`src/rtl/swb_pkg.sv`:
```
package swb_pkg;

    localparam int          SWB_OPC_W = 6;
    localparam logic [5:0]  SWB_OPC   = 6'b010101;

    typedef enum logic [2:0] {
        PH_IDLE = 3'd0,
        PH_DEC  = 3'd1,
        PH_RD   = 3'd2,
        PH_EXE  = 3'd3,
        PH_WB   = 3'd4
    } swb_phase_e;

    // Status word layout as seen by the rest of the core: bit4..bit0
    typedef struct packed {
        logic neg;
        logic ovf;
        logic zero;
        logic dcy;
        logic cy;
    } swb_flags_t;

    function automatic logic swb_opc_hit(input logic [SWB_OPC_W-1:0] opc);
        return opc == SWB_OPC;
    endfunction

endpackage

```
`src/rtl/swb_decode.sv`:
```
module swb_decode
    import swb_pkg::*;
#(
    parameter int DATA_W = 8,
    localparam int INSN_W = SWB_OPC_W + 2 + DATA_W
) (
    input  logic [INSN_W-1:0] insn_i,
    output logic              hit_o,
    output logic              to_file_o,
    output logic              use_bank_o,
    output logic [DATA_W-1:0] fld_f_o
);
    localparam int D_POS = DATA_W + 1;
    localparam int A_POS = DATA_W;

    always_comb begin
        hit_o      = swb_opc_hit(insn_i[INSN_W-1 -: SWB_OPC_W]);
        to_file_o  = insn_i[D_POS];
        use_bank_o = insn_i[A_POS];
        fld_f_o    = insn_i[DATA_W-1:0];
    end
endmodule

```
`src/rtl/swb_addr.sv`:
```
module swb_addr #(
    parameter int          DATA_W    = 8,
    parameter int          BANK_W    = 4,
    parameter logic [7:0]  ACC_SPLIT = 8'h80,
    localparam int         ADDR_W    = BANK_W + DATA_W
) (
    input  logic              use_bank_i,
    input  logic [BANK_W-1:0] bank_i,
    input  logic [DATA_W-1:0] f_i,
    output logic [ADDR_W-1:0] addr_o
);
    localparam logic [DATA_W-1:0] SPLIT = DATA_W'(ACC_SPLIT);

    logic [BANK_W-1:0] win_bank;

    always_comb begin
        win_bank = (f_i >= SPLIT) ? {BANK_W{1'b1}} : {BANK_W{1'b0}};
        addr_o   = use_bank_i ? {bank_i, f_i} : {win_bank, f_i};
    end
endmodule

```
`src/rtl/swb_alu.sv`:
```
module swb_alu
    import swb_pkg::*;
#(
    parameter int  DATA_W = 8,
    localparam int NIB_W  = DATA_W / 2,
    localparam int MSB    = DATA_W - 1
) (
    input  logic [DATA_W-1:0] w_i,
    input  logic [DATA_W-1:0] f_i,
    input  logic              c_i,
    output logic [DATA_W-1:0] res_o,
    output swb_flags_t        flags_o
);
    logic [DATA_W-1:0] bgen;   // bit borrows regardless of incoming borrow
    logic [DATA_W-1:0] bprop;  // bit passes an incoming borrow on
    logic [DATA_W-1:0] hsum;
    logic [DATA_W:0]   bchain;

    for (genvar i = 0; i < DATA_W; i++) begin : g_bit
        assign bgen[i]  = ~w_i[i] & f_i[i];
        assign bprop[i] = ~(w_i[i] ^ f_i[i]);
        assign hsum[i]  = w_i[i] ^ f_i[i];
    end

    always_comb begin
        bchain[0] = ~c_i;
        for (int i = 0; i < DATA_W; i++) begin
            bchain[i+1] = bgen[i] | (bprop[i] & bchain[i]);
        end
        res_o         = hsum ^ bchain[DATA_W-1:0];
        flags_o.cy    = ~bchain[DATA_W];
        flags_o.dcy   = ~bchain[NIB_W];
        flags_o.neg   = res_o[MSB];
        flags_o.zero  = ~|res_o;
        flags_o.ovf   = (w_i[MSB] ^ f_i[MSB]) & (res_o[MSB] ^ w_i[MSB]);
    end
endmodule

```
`src/rtl/swb_seq.sv`:
```
module swb_seq
    import swb_pkg::*;
(
    input  logic       clk,
    input  logic       rst,
    input  logic       start_i,
    output logic       accept_o,
    output swb_phase_e phase_o
);
    swb_phase_e ph_q, ph_d;

    always_comb begin
        accept_o = start_i && (ph_q == PH_IDLE || ph_q == PH_WB);
        unique case (ph_q)
            PH_IDLE: ph_d = accept_o ? PH_DEC : PH_IDLE;
            PH_DEC:  ph_d = PH_RD;
            PH_RD:   ph_d = PH_EXE;
            PH_EXE:  ph_d = PH_WB;
            PH_WB:   ph_d = accept_o ? PH_DEC : PH_IDLE;
            default: ph_d = PH_IDLE;
        endcase
    end

    always_ff @(posedge clk) begin
        if (rst) ph_q <= PH_IDLE;
        else     ph_q <= ph_d;
    end

    assign phase_o = ph_q;

    AST_BUSY_NO_RESTART: assert property (@(posedge clk) disable iff (rst)
        (ph_q == PH_DEC || ph_q == PH_RD || ph_q == PH_EXE) |=> (ph_q != PH_DEC));

    AST_WB_TAKES_NEXT: assert property (@(posedge clk) disable iff (rst)
        (ph_q == PH_WB && start_i) |=> (ph_q == PH_DEC));
endmodule

```
`src/rtl/swb_exec.sv`:
```
module swb_exec
    import swb_pkg::*;
#(
    parameter int          DATA_W    = 8,
    parameter int          BANK_W    = 4,
    parameter logic [7:0]  ACC_SPLIT = 8'h80,
    localparam int         ADDR_W    = BANK_W + DATA_W,
    localparam int         INSN_W    = SWB_OPC_W + 2 + DATA_W,
    localparam int         FLAG_W    = $bits(swb_flags_t)
) (
    input  logic              clk,
    input  logic              rst,
    input  logic              insn_valid_i,
    input  logic [INSN_W-1:0] insn_i,
    input  logic [DATA_W-1:0] w_i,
    input  logic              c_i,
    input  logic [BANK_W-1:0] bsr_i,
    input  logic [DATA_W-1:0] rf_rdata_i,
    output logic              rf_re_o,
    output logic              rf_we_o,
    output logic [ADDR_W-1:0] rf_addr_o,
    output logic [DATA_W-1:0] rf_wdata_o,
    output logic              w_we_o,
    output logic [DATA_W-1:0] w_o,
    output logic              stat_we_o,
    output logic [FLAG_W-1:0] stat_o
);
    // ---------------- decode of the incoming word ----------------
    logic              dec_hit, dec_to_file, dec_use_bank;
    logic [DATA_W-1:0] dec_f;

    swb_decode #(.DATA_W(DATA_W)) u_dec (
        .insn_i     (insn_i),
        .hit_o      (dec_hit),
        .to_file_o  (dec_to_file),
        .use_bank_o (dec_use_bank),
        .fld_f_o    (dec_f)
    );

    // ---------------- phase sequencer ----------------
    logic       accept;
    swb_phase_e phase;

    swb_seq u_seq (
        .clk      (clk),
        .rst      (rst),
        .start_i  (insn_valid_i && dec_hit),
        .accept_o (accept),
        .phase_o  (phase)
    );

    // ---------------- latched instruction fields ----------------
    logic              to_file_q, use_bank_q;
    logic [DATA_W-1:0] f_q;

    always_ff @(posedge clk) begin
        if (rst) begin
            to_file_q  <= 1'b0;
            use_bank_q <= 1'b0;
            f_q        <= '0;
        end else if (accept) begin
            to_file_q  <= dec_to_file;
            use_bank_q <= dec_use_bank;
            f_q        <= dec_f;
        end
    end

    // ---------------- address formation in the decode phase ----------------
    logic [ADDR_W-1:0] addr_d, addr_q;

    swb_addr #(.DATA_W(DATA_W), .BANK_W(BANK_W), .ACC_SPLIT(ACC_SPLIT)) u_addr (
        .use_bank_i (use_bank_q),
        .bank_i     (bsr_i),
        .f_i        (f_q),
        .addr_o     (addr_d)
    );

    always_ff @(posedge clk) begin
        if (rst)                  addr_q <= '0;
        else if (phase == PH_DEC) addr_q <= addr_d;
    end

    // ---------------- arithmetic in the process phase ----------------
    logic [DATA_W-1:0] alu_res, res_q;
    swb_flags_t        alu_flags, flags_q;

    swb_alu #(.DATA_W(DATA_W)) u_alu (
        .w_i     (w_i),
        .f_i     (rf_rdata_i),
        .c_i     (c_i),
        .res_o   (alu_res),
        .flags_o (alu_flags)
    );

    always_ff @(posedge clk) begin
        if (rst) begin
            res_q   <= '0;
            flags_q <= '0;
        end else if (phase == PH_EXE) begin
            res_q   <= alu_res;
            flags_q <= alu_flags;
        end
    end

    // ---------------- port drive ----------------
    always_comb begin
        rf_re_o    = (phase == PH_RD);
        rf_we_o    = (phase == PH_WB) &&  to_file_q;
        w_we_o     = (phase == PH_WB) && !to_file_q;
        stat_we_o  = (phase == PH_WB);
        rf_addr_o  = addr_q;
        rf_wdata_o = res_q;
        w_o        = res_q;
        stat_o     = flags_q;
    end

    // ---------------- checks ----------------
    AST_FOREIGN_OPC_IDLE: assert property (@(posedge clk) disable iff (rst)
        (phase == PH_IDLE && insn_valid_i && !dec_hit) |=> (phase == PH_IDLE));

    AST_SINGLE_DEST: assert property (@(posedge clk) disable iff (rst)
        !(rf_we_o && w_we_o));

    AST_READ_LEADS_WRITE: assert property (@(posedge clk) disable iff (rst)
        (rf_we_o || w_we_o) |-> $past(rf_re_o, 2));

    AST_STATUS_WITH_RESULT: assert property (@(posedge clk) disable iff (rst)
        stat_we_o |-> (rf_we_o || w_we_o));

    AST_NEG_IS_MSB: assert property (@(posedge clk) disable iff (rst)
        stat_we_o |-> (stat_o[FLAG_W-1] == w_o[DATA_W-1]));

    AST_ADDR_HELD: assert property (@(posedge clk) disable iff (rst)
        rf_we_o |-> $stable(rf_addr_o));
endmodule

```
`config.mk`:
```
export PLATFORM = sky130hd
export DESIGN_NAME = swb_exec
export DESIGN_NICKNAME = d
export VERILOG_FILES = /design/src/rtl/swb_pkg.sv /design/src/rtl/swb_decode.sv /design/src/rtl/swb_addr.sv /design/src/rtl/swb_alu.sv /design/src/rtl/swb_seq.sv /design/src/rtl/swb_exec.sv
export SDC_FILE = /design/constraint.sdc
export NUM_CORES = 1
export LEC_CHECK = 0
export ABC_AREA = 1
export CAP_MARGIN = 20
export CORE_MARGIN = 2
export CORE_UTILIZATION = 46
export DETAILED_ROUTE_END_ITERATION = 16
export PLACE_DENSITY = 0.85
export SLEW_MARGIN = 15
export SYNTH_ARGS = -nofsm -noshare
export SYNTH_HDL_FRONTEND = slang
export SYNTH_SLANG_ARGS = --single-unit
```
`constraint.sdc`:
```
create_clock -name clk -period 11.8 [get_ports clk]
set_clock_uncertainty 0.05 [all_clocks]
set_input_delay 1.77 -clock clk [delete_from_list [all_inputs] [get_ports clk]]
set_output_delay 1.77 -clock clk [all_outputs]
set_load 0.01 [all_outputs]
```
# Word level (Yosys, flattened, before mapping)
# Index checks and enable logic that the tools add are counted.
# word_totals
reg_bits,38
in_bits,40
out_inout_bits,37
wordCells,85
# op_classes
magnitude_cmp,1
eq_ne,5
mux,4
n_bitwise,54
n_reduce_logical,10
# ops
cell,count
$not 1->1,19
$and 1x1->1,17
$mux 12,1
$pmux 3 s4,1
$xor 1x1->1,9
$ge 8x8->1 const B,1
$or 1x1->1,8
$reduce_or 8->1,1
$xor 8x8->8,1
$eq 3x2->1 const B,2
$eq 6x5->1 const B,1
$logic_and 1x1->1,4
$mux 4,1
$eq 3x1->1 const B,1
$eq 3x3->1 const B,1
$logic_not 3->1,1
$logic_not 1->1,2
$reduce_or 2->1,1
$logic_or 1x1->1,1
$mux 1,1

# Longest topological paths before layout
# depth
word_depth,19
ltp_mapped,15

# Cells and area by module
# A second synthesis with hierarchy kept.
# hier_totals
hier_cells,313
area_unflattened_um2,2100.8
# modules_own_cells
mod,instances,cells_each,area_per_inst_um2,seq_area_each_um2
swb_exec,1,221,1471.4,700.7
swb_alu,1,41,302.8,0.0
swb_seq,1,16,122.6,60.1
swb_decode,1,17,103.8,0.0
swb_addr,1,18,100.1,0.0

# Worst setup path before layout
# Ideal clock, no wire load.
# synth_path
path_kind,input -> register
start,input rf_rdata_i[0]
end,register flags_q (netlist bit stat_o[3])
setup_ps,113
t_arrival_ps,5106
required_ps,11637
path_slack_ps,6531
path_stages,15
cell_sequence,inv_1 fa_1 inv_1 fa_1 fa_1 fa_1 fa_1 fa_1 fa_1 fa_1 inv_1 nand2_1 a21oi_1 o21ai_1 inv_1
# synth_between
elab_chain_cells,19
elab_cells_between_ends,20
cone_classes,20 x bitwise
# synth_rtl
element,line,rtl
start: declaration,swb_exec.sv:18,"input logic [DATA_W-1:0] rf_rdata_i,"
$xor 1x1->1,swb_alu.sv:21,assign bprop[i] = ~(w_i[i] ^ f_i[i]);
$not 1->1,swb_alu.sv:21,
$and 1x1->1,swb_alu.sv:28,bchain[i+1] = bgen[i] | (bprop[i] & bchain[i]);
$or 1x1->1 *,swb_alu.sv:28,
$and 1x1->1 *,swb_alu.sv:28,
$or 1x1->1 *,swb_alu.sv:28,
$and 1x1->1 *,swb_alu.sv:28,
$or 1x1->1 *,swb_alu.sv:28,
(+3 left out),--,
$or 1x1->1 *,swb_alu.sv:28,
$and 1x1->1 *,swb_alu.sv:28,
$or 1x1->1 *,swb_alu.sv:28,
$and 1x1->1 *,swb_alu.sv:28,
$or 1x1->1 *,swb_alu.sv:28,
$xor 8x8->8 *,swb_alu.sv:30,res_o = hsum ^ bchain[DATA_W-1:0];
$xor 1x1->1 *,swb_alu.sv:35,flags_o.ovf = (w_i[MSB] ^ f_i[MSB]) & (res_o[MSB] ^ w_i[MSB]);
$and 1x1->1 *,swb_alu.sv:35,
end signal: assignment,swb_exec.sv:101,flags_q <= alu_flags;
end: declaration,swb_exec.sv:85,"swb_flags_t alu_flags, flags_q;"
# Every way passes the cells marked *; elsewhere a longest branch is shown, timed or not.
# A chain may end at the register's enable or synchronous reset.

# Final worst setup path
# layout_path
start,input w_i[0]
end,register flags_q (netlist bit stat_o[3])
# layout_between
elab_chain_cells,19
elab_cells_between_ends,21
cone_classes,21 x bitwise
# layout_rtl
element,line,rtl
start: declaration,swb_exec.sv:15,"input logic [DATA_W-1:0] w_i,"
$xor 1x1->1,swb_alu.sv:21,
$not 1->1,swb_alu.sv:21,
$and 1x1->1,swb_alu.sv:28,
$or 1x1->1 *,swb_alu.sv:28,
$and 1x1->1 *,swb_alu.sv:28,
$or 1x1->1 *,swb_alu.sv:28,
$and 1x1->1 *,swb_alu.sv:28,
$or 1x1->1 *,swb_alu.sv:28,
(+3 left out),--,
$or 1x1->1 *,swb_alu.sv:28,
$and 1x1->1 *,swb_alu.sv:28,
$or 1x1->1 *,swb_alu.sv:28,
$and 1x1->1 *,swb_alu.sv:28,
$or 1x1->1 *,swb_alu.sv:28,
$xor 8x8->8 *,swb_alu.sv:30,
$xor 1x1->1 *,swb_alu.sv:35,
$and 1x1->1 *,swb_alu.sv:35,
# Marks and branches as above.

==> impl_metrics.toml <==
[power_and_ir_drop]
p_sw_share_pct = 21.5
ir_drop_mv = 0.0912
clockPowerShare_pct = 40.7
p_leak_nw = 1.16
p_comb_share_pct = 13.2
seqPwrFrac_pct = 46.2
intPower_mw = 0.214
net-switching-power_mw = 0.0585
p_per_area_nw_per_um2 = 103

[worst_setup_path]
setup.worst_path.end_class = "flop"
cp-startpoint = "w_i[0]"
critPathKind = "primary input to flop"
crit_path_start_kind = "primary input"
path_max_fanout = 4
cp.required_ns = 11.93
cp.arrival_ns = 5.72
rr_startpoint = "u_seq.phase_o[2]"

[drt]
drt-total-wl_um = 4010
dr_total_vias = 1676
drc = 0
ant_nets = 0
dr.pass1.iters = 4
vias_per_cell = 4.59
wl_per_cell_um = 11.0
drt_iter0_drc = 72

[sta]
fmax_ghz = 0.179
timing.final.crit_share_pct = 47.4
rsz0062_at_grt = "false"
finalHoldViolations = 0
relSlewSlack_pct = 42.2
final.min_clock_period_ns = 5.59
setup_viol = 0
worst_pin_slew_ns = 0.866
fin_tns_setup_ns = 0
slew_viol_final = 0

[clock_network]
post_cts_buffers = 0
cts_num_sinks = 37
cts_max_path_buffers = 2
cts_tree = "done"
ctsResizeCount = 0
clk_latency_ns = 0.28
cts_hold_buf = 0
htreeDepth = 2
cts_made_buffers = 5
clk_pin_slew_ns = 0.07
cts-root-buf = "clkbuf_8"

[logic_synthesis]
syn_inst = 251
synth_nets = 300
ys_ff_latch = 37
synth_warnings = 0
ys_types = 21
syn_area_um2 = 1850
ys_seq_area_share_pct = 40.1
avgSynthCellArea_um2 = 7.36

[place]
hpwl_um = 3020
numPortBuffers = 76
place_inst = 357
gp_congestion = 0.771

[cells_and_area]
layout-drive-gt1-share_pct = 4.44
final_util_pct = 67.4
n_antenna_cell = 0
final_cells = 365
syn2layout_area_growth_pct = 43.9
fin_nets = 363

[floorplanning]
coreArea_um2 = 3940
die-area_um2 = 4540
io_pins = 77
die_y_um = 67.4
rows = 23
start_util_pct = 46.9
die_w_um = 67.4

[global_routing]
grt_pass1_vias = 1517
grt_overflow = 0
grt_pass1_wl_um = 6420
antenna_found_initial = 0
grt_max_degree = 34
track_usage_pct = 18.5

[hold_path]
hold_start = "rf_addr_o[2]"
hp-class = "flop to flop"

[job]
max_cap_viol_count = 0

[outcome]
outcome = "finished clean"
## worst paths after layout
kind / slack [ns] / end / depth (start not counted)
worst max-delay path: 6.21 / stat_o[3] / 15
worst min-delay path: 0.40 / rf_addr_o[2] / 2
worst max register to register: 10.11 / rf_addr_o[0] / 4
worst min register to register: 0.40 / rf_addr_o[2] / 2
## registers in the layout, summed over array words and instances, names as in the netlist
name / flops
rf_addr_o: 12
u_seq.phase_o: 3
use_bank_q: 1
to_file_q: 1
f_q: 8
stat_o: 4
rf_wdata_o: 8
## worst max-delay path, cell delays in order
cell	delay, ns
clkdlybuf4s50_1	0.49
fa_1	0.17
inv_1	0.05
fa_1	0.38
fa_1	0.40
fa_1	0.41
fa_1	0.39
fa_1	0.39
fa_1	0.38
fa_1	0.56
inv_1	0.05
nand2_1	0.05
a21oi_1	0.05
o21ai_1	0.13
inv_1	0.05
## cells in the final DEF (no fill, tap or decap), types with 2 or more instances in the layout
master           Yosys  layout
a21oi_1             24      24
clkbuf_8             0       6
clkdlybuf4s50_1      0      76
dfxtp_1             37      37
fa_1                 8       8
inv_1               59      59
inv_2                3       3
nand2_1             36      36
nand3_1              4       4
nand3_2              2       2
nand4_1             10      10
nor2_1              18      18
nor3_1               4       4
o21ai_0             22      22
## cell type report
| class | count | area (µm²) |
|---|---|---|
| fillers | 368 | 1280 |
| repair buffers | 76 | 761 |
| multi-input cells | 132 | 746 |
| flip-flops and latches | 37 | 741 |
| inverters | 62 | 233 |
| clock buffers | 7 | 86.3 |
| well taps | 50 | 62.6 |
| clock inverters | 1 | 30.0 |
## metrics by stage
step                setup slack (ns)  hold slack, ns  power [mW]  cell area, µm²
floorplan                       6.53           0.417       0.146            1850
CTS                             6.18           0.404       0.276            2660
global placement                6.00           0.383       0.164            2540
global route                    6.01           0.417       0.284            2660
finish                          6.21           0.397       0.273            2660
detailed placement              5.88           0.393       0.165            2540
## power groups by stage
stage | combinational, mW | sequential, mW | clock [mW]
floorplan | 0.0172 | 0.129 | 0
detailed placement | 0.0360 | 0.129 | 0
global placement | 0.0354 | 0.129 | 0
CTS | 0.0362 | 0.126 | 0.114
finish | 0.0359 | 0.126 | 0.111
global route | 0.0403 | 0.126 | 0.118
## per-layer routing
layer | GRT usage (%) | wire length (µm)
met1 | 21.7 | 1740
met2 | 33.8 | 2060
met3 | 3.17 | 158
met4 | 6.63 | 48
met5 | 0 | 0
## logic make-up (layout without fill, tap and decap cells)
| logic type | after synthesis | count (layout) | share of synthesized area [%] |
|---|---|---|---|
| AO/OA/AOI/OAI | 47 | 47 | 12.7 |
| buffers and inverters | 82 | 146 | 19.6 |
| flip-flops | 37 | 37 | 40.1 |
| adder cells (fa/ha/maj) | 9 | 9 | 9.34 |
| AND/OR/NAND/NOR | 76 | 76 | 18.3 |
## cell usage after synthesis
cell type,instances,share of area [%]
buf_4,11,4.5
nor2_2,1,0.34
nand2_1,36,7.3
a21oi_1,24,6.5
fa_1,8,8.7
nand4_1,10,3.4
nor2_1,18,3.7
inv_1,59,12
nand2_2,1,0.34
o21ai_1,1,0.27
inv_2,3,0.61
buf_6,1,0.61
dfxtp_1,37,40
o21ai_0,22,6.0
buf_1,1,0.20
nand3_1,4,1.1
nand3_2,2,1.1
buf_2,4,1.1
clkbuf_1,3,0.61
ha_1,1,0.68
nor3_1,4,1.1
(Power assumes the default switching activity.)
